File: config.mk
export PLATFORM = sky130hd
export DESIGN_NAME = status_poll_matcher
export DESIGN_NICKNAME = d
export VERILOG_FILES = /design/src/rtl/poll_pkg.sv /design/src/rtl/poll_compare.sv /design/src/rtl/poll_gap_timer.sv /design/src/rtl/poll_ctrl.sv /design/src/rtl/status_poll_matcher.sv
export SDC_FILE = /design/constraint.sdc
export NUM_CORES = 1
export LEC_CHECK = 0
export ABC_AREA = 1
export BUFFER_PORTS_ARGS = -buffer_cell sky130_fd_sc_hd__buf_2
export CORE_MARGIN = 10
export CORE_UTILIZATION = 44
export DETAILED_ROUTE_END_ITERATION = 12
export PLACE_DENSITY = 0.77
export SYNTH_ARGS = -nofsm -noshare
export SYNTH_HDL_FRONTEND = slang
export SYNTH_SLANG_ARGS = --single-unit
File: constraint.sdc
create_clock -name clk -period 1.7 [get_ports clk]
set_clock_uncertainty 0.2 [all_clocks]
set_input_delay 0.34 -clock clk [delete_from_list [all_inputs] [get_ports clk]]
set_output_delay 0.34 -clock clk [all_outputs]
set_load 0.02 [all_outputs]
File: src/rtl/poll_pkg.sv
// Package: shared widths and the sequencing state type of the polling matcher.
// Assumes: status words are a whole number of bytes.
package poll_pkg;
    localparam int unsigned STAT_W  = 32;
    localparam int unsigned IVL_W   = 16;
    localparam int unsigned BYTES   = STAT_W / 8;
    localparam int unsigned SIZE_W  = $clog2(BYTES);

    typedef enum logic [1:0] {
        PS_IDLE = 2'd0,
        PS_READ = 2'd1,
        PS_GAP  = 2'd2
    } poll_state_t;
endpackage

File: src/rtl/poll_compare.sv
// Module: poll_compare
// Combinational comparison of a status word against mask and match value.
// The active width is 1..BYTES bytes, chosen by `size` (size-1 encoding).
// Produces a hit for AND or OR mode, and the byte mask of active bytes.
// Assumes: inputs are stable in the cycle where the hit is consumed.
module poll_compare #(
    parameter int unsigned STAT_W = 32,
    parameter int unsigned SIZE_W = 2
) (
    input  logic [STAT_W-1:0] status,
    input  logic [STAT_W-1:0] match_val,
    input  logic [STAT_W-1:0] mask,
    input  logic [SIZE_W-1:0] size,
    input  logic              or_mode,
    output logic [STAT_W-1:0] size_mask,
    output logic              hit
);
    localparam int unsigned NBYTE = STAT_W / 8;

    logic [STAT_W-1:0] sel_bits;
    logic [STAT_W-1:0] agree_bits;

    // Per byte: a byte takes part when its index does not exceed size.
    for (genvar b = 0; b < NBYTE; b++) begin : g_byte
        assign size_mask[b*8 +: 8] = (b <= int'(size)) ? 8'hFF : 8'h00;
    end

    // Select the compared bits and mark the ones that agree with the match value.
    always_comb begin
        sel_bits   = mask & size_mask;
        agree_bits = ~(status ^ match_val) & sel_bits;
    end

    // Mode-dependent reduction of the agreeing bits.
    always_comb begin
        if (or_mode) hit = |agree_bits;
        else         hit = (agree_bits == sel_bits);
    end
endmodule

File: src/rtl/poll_gap_timer.sv
// Module: poll_gap_timer
// Down-counter that times the idle gap between two status reads.
// It is loaded when a read completes and counts while the gap is running.
// `expire` marks the last gap cycle. Assumes: a load value of 0 is never
// run, because the controller skips the gap in that case.
module poll_gap_timer #(
    parameter int unsigned IVL_W = 16
) (
    input  logic             clk,
    input  logic             rst_n,
    input  logic             load,
    input  logic [IVL_W-1:0] load_val,
    input  logic             run,
    output logic             expire
);
    logic [IVL_W-1:0] cnt;

    // Counter: reload on completion, decrement while running.
    always_ff @(posedge clk) begin
        if (!rst_n)                cnt <= '0;
        else if (load)             cnt <= load_val;
        else if (run && cnt != '0) cnt <= cnt - 1'b1;
    end

    // Last gap cycle: the count is down to one.
    assign expire = run && (cnt == IVL_W'(1));

    // the count falls by exactly one per running cycle.
    assert_count_down_R6: assert property (@(posedge clk) disable iff (!rst_n)
        (run && !load && cnt > IVL_W'(1)) |=> (cnt == $past(cnt) - 1'b1));
endmodule

File: src/rtl/poll_ctrl.sv
// Module: poll_ctrl
// Sequencing of the polling loop: idle, read in flight, gap.
// Decides after each read whether to stop (auto stop on hit, abort or
// disable) or to continue, either back to back or through the gap timer.
// An abort seen during a read is remembered, so that the read can finish.
// Assumes: rd_done is a one-cycle pulse that is only meaningful during a read.
module poll_ctrl
    import poll_pkg::*;
(
    input  logic clk,
    input  logic rst_n,
    input  logic enable,
    input  logic start,
    input  logic abort,
    input  logic rd_done,
    input  logic hit,
    input  logic auto_stop,
    input  logic gap_zero,
    input  logic gap_expire,
    output logic rd_req,
    output logic busy,
    output logic capture,
    output logic gap_load,
    output logic gap_run
);
    poll_state_t state, state_nx;
    logic        abort_pend;
    logic        stop_req;

    // Any reason to end polling after the current read.
    assign stop_req = abort || abort_pend || !enable;
    assign capture  = (state == PS_READ) && rd_done;
    assign gap_load = capture;
    assign gap_run  = (state == PS_GAP);
    assign rd_req   = (state == PS_READ);
    assign busy     = (state != PS_IDLE);

    // Next-state choice for the polling loop.
    always_comb begin
        state_nx = state;
        unique case (state)
            PS_IDLE: if (start && enable && !abort) state_nx = PS_READ;
            PS_READ: begin
                if (rd_done) begin
                    if ((hit && auto_stop) || stop_req) state_nx = PS_IDLE;
                    else if (gap_zero)                  state_nx = PS_READ;
                    else                                state_nx = PS_GAP;
                end
            end
            PS_GAP: begin
                if (abort || !enable) state_nx = PS_IDLE;
                else if (gap_expire)  state_nx = PS_READ;
            end
            default: state_nx = PS_IDLE;
        endcase
    end

    // State register.
    always_ff @(posedge clk) begin
        if (!rst_n) state <= PS_IDLE;
        else        state <= state_nx;
    end

    // Remember an abort raised while a read is still in flight.
    always_ff @(posedge clk) begin
        if (!rst_n)                                          abort_pend <= 1'b0;
        else if (state != PS_READ)                           abort_pend <= 1'b0;
        else if (capture)                                    abort_pend <= 1'b0;
        else if (abort)                                      abort_pend <= 1'b1;
    end

    // an accepted start raises the request on the next edge.
    assert_start_req_R2: assert property (@(posedge clk) disable iff (!rst_n)
        (!busy && start && enable && !abort) |=> rd_req);
    // a hit with auto stop ends polling at the capture edge.
    assert_auto_stop_R7: assert property (@(posedge clk) disable iff (!rst_n)
        (capture && hit && auto_stop) |=> !busy);
    // an abort during the gap ends polling at the next edge.
    assert_gap_abort_R9: assert property (@(posedge clk) disable iff (!rst_n)
        (gap_run && abort) |=> !busy);
    // a disabled block never starts polling from idle.
    assert_disabled_idle_R11: assert property (@(posedge clk) disable iff (!rst_n)
        (!busy && !enable) |=> !busy);
endmodule

File: src/rtl/status_poll_matcher.sv
// Module: status_poll_matcher (top)
// Autonomous status poller: it requests status reads from a command sequencer,
// compares each result under mask and match value, keeps a sticky match flag
// and the latest size-trimmed status word, and paces reads with a gap timer.
// Assumes: configuration inputs are held steady while busy.
module status_poll_matcher
    import poll_pkg::*;
(
    input  logic              clk,
    input  logic              rst_n,
    input  logic              enable,
    input  logic              start,
    input  logic              abort,
    input  logic              flag_clr,
    input  logic [STAT_W-1:0] cfg_match,
    input  logic [STAT_W-1:0] cfg_mask,
    input  logic [SIZE_W-1:0] cfg_size,
    input  logic [IVL_W-1:0]  cfg_interval,
    input  logic              cfg_or_mode,
    input  logic              cfg_auto_stop,
    output logic              rd_req,
    input  logic              rd_done,
    input  logic [STAT_W-1:0] rd_data,
    output logic              busy,
    output logic              match_flag,
    output logic [STAT_W-1:0] last_status
);
    logic [STAT_W-1:0] size_mask;
    logic              hit;
    logic              capture;
    logic              gap_load;
    logic              gap_run;
    logic              gap_expire;
    logic              flag_set;

    poll_compare #(.STAT_W(STAT_W), .SIZE_W(SIZE_W)) u_cmp (
        .status    (rd_data),
        .match_val (cfg_match),
        .mask      (cfg_mask),
        .size      (cfg_size),
        .or_mode   (cfg_or_mode),
        .size_mask (size_mask),
        .hit       (hit)
    );

    poll_gap_timer #(.IVL_W(IVL_W)) u_gap (
        .clk      (clk),
        .rst_n    (rst_n),
        .load     (gap_load),
        .load_val (cfg_interval),
        .run      (gap_run),
        .expire   (gap_expire)
    );

    poll_ctrl u_ctrl (
        .clk        (clk),
        .rst_n      (rst_n),
        .enable     (enable),
        .start      (start),
        .abort      (abort),
        .rd_done    (rd_done),
        .hit        (hit),
        .auto_stop  (cfg_auto_stop),
        .gap_zero   (cfg_interval == '0),
        .gap_expire (gap_expire),
        .rd_req     (rd_req),
        .busy       (busy),
        .capture    (capture),
        .gap_load   (gap_load),
        .gap_run    (gap_run)
    );

    assign flag_set = capture && hit;

    // Hold the latest status with bytes beyond the programmed size zeroed.
    always_ff @(posedge clk) begin
        if (!rst_n)       last_status <= '0;
        else if (capture) last_status <= rd_data & size_mask;
    end

    // Sticky match flag: a set wins over a clear in the same cycle.
    always_ff @(posedge clk) begin
        if (!rst_n)        match_flag <= 1'b0;
        else if (flag_set) match_flag <= 1'b1;
        else if (flag_clr) match_flag <= 1'b0;
    end

    // a clear with no matching capture empties the flag.
    assert_flag_clear_R10: assert property (@(posedge clk) disable iff (!rst_n)
        (flag_clr && !(rd_done && rd_req && hit)) |=> !match_flag);
    // a matching capture always leaves the flag set.
    assert_flag_set_R10: assert property (@(posedge clk) disable iff (!rst_n)
        (rd_done && rd_req && hit) |=> match_flag);
    // a one-byte capture leaves the upper status bits at zero.
    assert_size_trim_R5: assert property (@(posedge clk) disable iff (!rst_n)
        (rd_done && rd_req && cfg_size == '0) |=> (last_status[STAT_W-1:8] == '0));
    // no request is ever presented while the block reports idle.
    assert_idle_quiet_R1: assert property (@(posedge clk) disable iff (!rst_n)
        !busy |-> !rd_req);
endmodule

=== Yosys cells after proc, flatten, opt, wreduce, memory -nomap -nowiden ===
Index checks and enable logic that the tools add are counted.

* Input bits: 123
* Flip-flop bits (word level): 52
* Output and inout port bits: 35
* Word-level logic and storage cells: 60

* $add $sub $neg: 1
* Bitwise operators: 6
* Mux-type cells: 15
* Equal/unequal tests: 8
* Order comparisons: 3
* Reductions and logical operators: 22

{| class="wikitable"
|+ Operator list
! cell !! count
|-
| bitwise AND 32 bit || 3
|-
| == test 32 bit || 1
|-
| 2-to-1 mux 16 bit || 2
|-
| inverter 32 bit || 1
|-
| OR reduction 32 bit || 1
|-
| bitwise XOR 32 bit || 1
|-
| 2-to-1 mux 8 bit || 3
|-
| == test 16 x 1 -> 1 bit (second input constant) || 1
|-
| logical NOT 16 bit || 1
|-
| nonzero test 16 bit || 1
|-
| subtractor 16 x 1 -> 16 bit (second input constant) || 1
|-
| 2-to-1 mux 2 bit || 6
|-
| logical AND 1 bit || 7
|-
| != test 2 x 1 -> 1 bit (second input constant) || 3
|-
| case mux 2 bit (3 select lines) || 1
|-
| nonzero test 2 bit || 3
|-
| less-or-equal comparator 2 bit (first input constant) || 2
|-
| logical OR 1 bit || 4
|-
| 2-to-1 mux 1 bit || 3
|-
| != test 3 x 2 -> 1 bit (second input constant) || 1
|-
| AND reduction 3 bit || 1
|-
| OR reduction 3 bit || 1
|-
| == test 2 x 1 -> 1 bit (second input constant) || 1
|-
| == test 2 bit (second input constant) || 1
|-
| 4 further kinds || 5
|}

=== Depth between registers and ports, before layout ===
* Depth in word-level cells: 11
* Gate-level depth with buffers: 16
* Gate-level depth less buffers: 15

=== By module ===
From an unflattened synthesis, not the netlist that was laid out.

* Cells, all modules: 795
* Area total of the unflattened synthesis: 4,312.9 um^2

{| class="wikitable"
|+ By module, submodules not included
! module !! sequential area each (um^2) !! instances !! cells an instance !! area an instance (um^2)
|-
| poll_compare || 0.0 || 1 || 377 || 1,579.0
|-
| status_poll_matcher || 660.6 || 1 || 170 || 1,288.7
|-
| poll_gap_timer || 320.3 || 1 || 205 || 1,212.4
|-
| poll_ctrl || 60.1 || 1 || 43 || 232.7
|}

=== Least setup slack after synthesis ===
No wires, ideal clock.

* Path kind: reg-to-reg
* From: reg u_gap.cnt[0]
* To: reg u_gap.cnt[4]
* Setup time: 70 ps
* Clock period less this slack: 1,772 ps
* Data arrival time: 1,501 ps
* Path buffers: 1
* Slack: -72 ps
* Stages on the path, launching flop included: 11
* Path through: dfxtp_1 -> inv_1 -> ha_1 -> nand2_2 -> nor2_4 -> a21oi_4 -> buf_6 -> nand3_2 -> a21oi_1 -> o21ai_1 -> a21oi_1

* Word-level cells in the longest chain between the ends: 3
* Elaborated cells between the ends (all ways): 6

{| class="wikitable"
|+ RTL lines
! element !! RTL line !! source
|-
| start: declaration || poll_gap_timer.sv:16 || <nowiki>logic [IVL_W-1:0] cnt;</nowiki>
|-
| start signal: assignment || poll_gap_timer.sv:21 || <nowiki>else if (load) cnt <= load_val;</nowiki>
|-
| start signal: assignment || poll_gap_timer.sv:22 || <nowiki>else if (run && cnt != '0) cnt <= cnt - 1'b1;</nowiki>
|-
| subtractor 16 x 1 -> 16 bit / nonzero test 16 bit (equally long branches) || poll_gap_timer.sv:22 ||
|-
| 2-to-1 mux 16 bit / logical AND 1 bit (equally long branches) || poll_gap_timer.sv:22 ||
|-
| 2-to-1 mux 16 bit / nonzero test 2 bit (equally long branches) || n/a ||
|}

Parallel ways exist; a longest one is shown, timed or not. The select of a mux whose other input is x is not followed.
A chain may end at the register's enable or synchronous reset.

=== Worst setup path after layout ===
* From: reg u_gap.cnt[9]
* To: reg u_gap.cnt[1]

* Word-level cells in the longest chain between the ends: 3

{| class="wikitable"
|+ RTL lines
! element !! RTL line
|-
| nonzero test 16 bit || poll_gap_timer.sv:22
|-
| logical AND 1 bit || poll_gap_timer.sv:22
|-
| nonzero test 2 bit (no line) || n/a
|}

Every way passes these cells.

==> flow_metrics.tcl <==
set metrics [dict create \
    synth-main-ff-cell "dfxtp_1" \
    via_per_inst 4.864 \
    cts_buffers 5 \
    drv_slew 0 \
    clk_pin_slew_ps 110 \
    die_w_um 113.0 \
    die-area_um2 12760 \
    yosysSeqAreaShare_pct 27.38 \
    synth_xor_area_share_pct 1.152 \
    synth_edf_count 0 \
    post-route-drc-count 0 \
    crit_fanout 5 \
    drive_above_1_share_pct 35.56 \
    synth_fa_ha_area_share_pct 0.6581 \
    rsz0062_at_grt "true" \
    synth-simple-area-share_pct 44.65 \
    finalWirelength_mm 13.83 \
    cts_htree_levels 2 \
    wl_per_cell_um 13.77 \
    synth_top_family_by_area "simple AND/OR/NAND/NOR gates" \
    worst_slack_ps -199.0 \
    cts_tree "done" \
    hold_start "rd_data[3]" \
    synthCells 668 \
    fin_crit_sh_pct 111.7 \
    cts-root-buf "clkbuf_8" \
    place_hpwl_mm 11.10 \
    cp.required_ps 1760 \
    syn_nets 793 \
    violations "negative setup slack" \
    clock-sinks 52 \
    drt_iter0_drc 243 \
    syn_area_per_cell_um2 5.692 \
    period_needed_ps 1899 \
    synth_top_area_share_pct 27.38 \
    area_growth_syn_to_layout_pct 46.23 \
    antennaDiodeCount 0 \
    syn-cell-area_um2 3802 \
    synth-async-reset-ratio_pct 0 \
    antenna_left 0 \
    track_usage_pct 19.92 \
    grt_pass1_wl_mm 21.82 \
    setup_viol 17 \
    p_leak_nw 3.208 \
    hold_class "input pin to flop" \
    mostFrequentLayoutCell "nand2_1" \
    rows 33 \
    fmax_mhz 526.6 \
    final_nets 1024 \
    grt_pass1_vias 4785 \
    grt.overflow.total 0 \
    io_pins 158 \
    initial_utilization_pct 45.82 \
    setup-tns-final_ps -2367 \
    gp_congestion 0.9408 \
    p_total_mw 3.250 \
    core_um2 8299 \
    synth-seq-cells 52 \
    final_cell_mix "nand2_1 (234), buf_2 (156), inv_1 (104)" \
    cap_violations 0 \
    clock_latency_ps 320 \
    slew_headroom_pct 71.43 \
    status "complete, but fails checks" \
    vias 4888 \
    r2r-start "u_gap.cnt[9]" \
    end_kind "flop" \
    hold_viol_final 0 \
    die_y_um 113.0 \
    yosysTopAreaCell "dfxtp_1" \
    clk_path_buf_depth 2 \
    powerDensity_nw_per_um2 584.4 \
    startpoint "u_gap.cnt[9]" \
    muxShareOfSynthArea_pct 0 \
    synth_cell_type_count 38 \
    antenna_found_initial 0 \
    critical_path_class "flop to flop" \
    dr.pass1.iters 6 \
    worstMarginPinSlew_ps 424.7 \
    utilization_pct 67.00 \
    io_buffers 157 \
    synth_area_leaders "dfxtp_1 (27%), nand2_1 (24%), inv_1 (11%)" \
    ir_worst_vdd_uv 328.2 \
    yosysWarnings 0 \
    grt_max_degree 37 \
    synth-compound-area-share_pct 12.04 \
    crit_path_start_kind "flop" \
    cp.arrival_ps 1960 \
]
synth_stat cells (2+ instances only):
library cell / instances
nor2_4: 2
nand2_2: 4
ha_1: 2
o21ai_1: 3
nand3_2: 6
buf_2: 5
a31oi_1: 6
xor2_1: 2
nor2_2: 6
xnor2_1: 3
nor4_1: 4
nor3_1: 5
o21ai_0: 16
dfxtp_1: 52
a21oi_1: 47
nor2_1: 59
buf_6: 2
nand3_1: 56
nand4_1: 4
nand2_1: 243
o211ai_1: 5
clkbuf_1: 7
inv_1: 108
inv_2: 7
flip-flops by register name, summed over array words and instances, names as in the netlist:
register           cells
last_status           32
u_gap.cnt             16
u_ctrl.state           2
match_flag             1
u_ctrl.abort_pend      1
worst max-delay path, cell delays in order (launching register included):
cell     delay, ps
dfxtp_2        340
or2_4          260
nor2_4         130
nand2_2         70
inv_2           70
a21oi_4         80
buf_12         140
nor2_4         160
buf_6          150
buf_6          100
nand2_4         40
a21oi_2        110
through the flow:
step / setup slack (ps) / area (um2) / hold slack [ps] / std cells
2_1_floorplan: -3.982 / 3810 / 257.0 / 668
3_3_place_gp: -174.4 / 5151 / 250.6 / 979
3_5_place_dp: -250.0 / 5151 / 254.1 / 979
4_1_cts: -122.0 / 5435 / 62.68 / 1000
5_1_grt: -342.2 / 5560 / 74.96 / 1005
6_report: -199.0 / 5560 / 69.12 / 1005
report_power, final:
group | switching (mW) | leakage [nW] | internal [mW]
sequential | 0.0274 | 0.426 | 1.26
clock | 0.472 | 0.0445 | 0.294
combinational | 0.643 | 2.74 | 0.551
total | 1.14 | 3.21 | 2.11
final cells by class:
class | instances | area [um2]
Fill cell | 778 | 2739
Multi-Input combinational cell | 484 | 2371
Timing Repair Buffer | 240 | 1471
Sequential cell | 52 | 1056
Inverter | 116 | 440.4
Tap cell | 105 | 131.4
Clock buffer | 5 | 68.82
Clock inverter | 3 | 21.27
metal layers:
layer  part of all wire (%)  GRT usage, %  vias up
met2                     50         35.22      157
met1                     43         23.66     2179
met4                    1.5         5.922        0
li1                       -             -     2537
met5                      0             0        -
met3                    6.3         3.909       15
path summary, 6_finish.rpt:
| check | endpoint | slack [ps] | cells past startpoint |
|---|---|---|---|
| min | last_status[3] | 70 | 3 |
| max | u_gap.cnt[1] | -200 | 11 |
| min reg2reg | last_status[23] | 270 | 2 |
| max reg2reg | u_gap.cnt[1] | -200 | 11 |
repair_timing:
item	4_1_cts	5_1_grt
hold buffers	0	0
resized for setup	36	24
setup endpoints to repair	21	23
setup buffers	13	5
pin swaps	14	20
cells by family after synthesis:
logic type,Yosys count
AND/OR/NAND/NOR,395
AO/OA/AOI/OAI,82
buffers and inverters,132
XOR/XNOR,5
flip-flops,52
adder cells (fa/ha/maj),2
No activity file was read; power rests on OpenSTA's default activity.
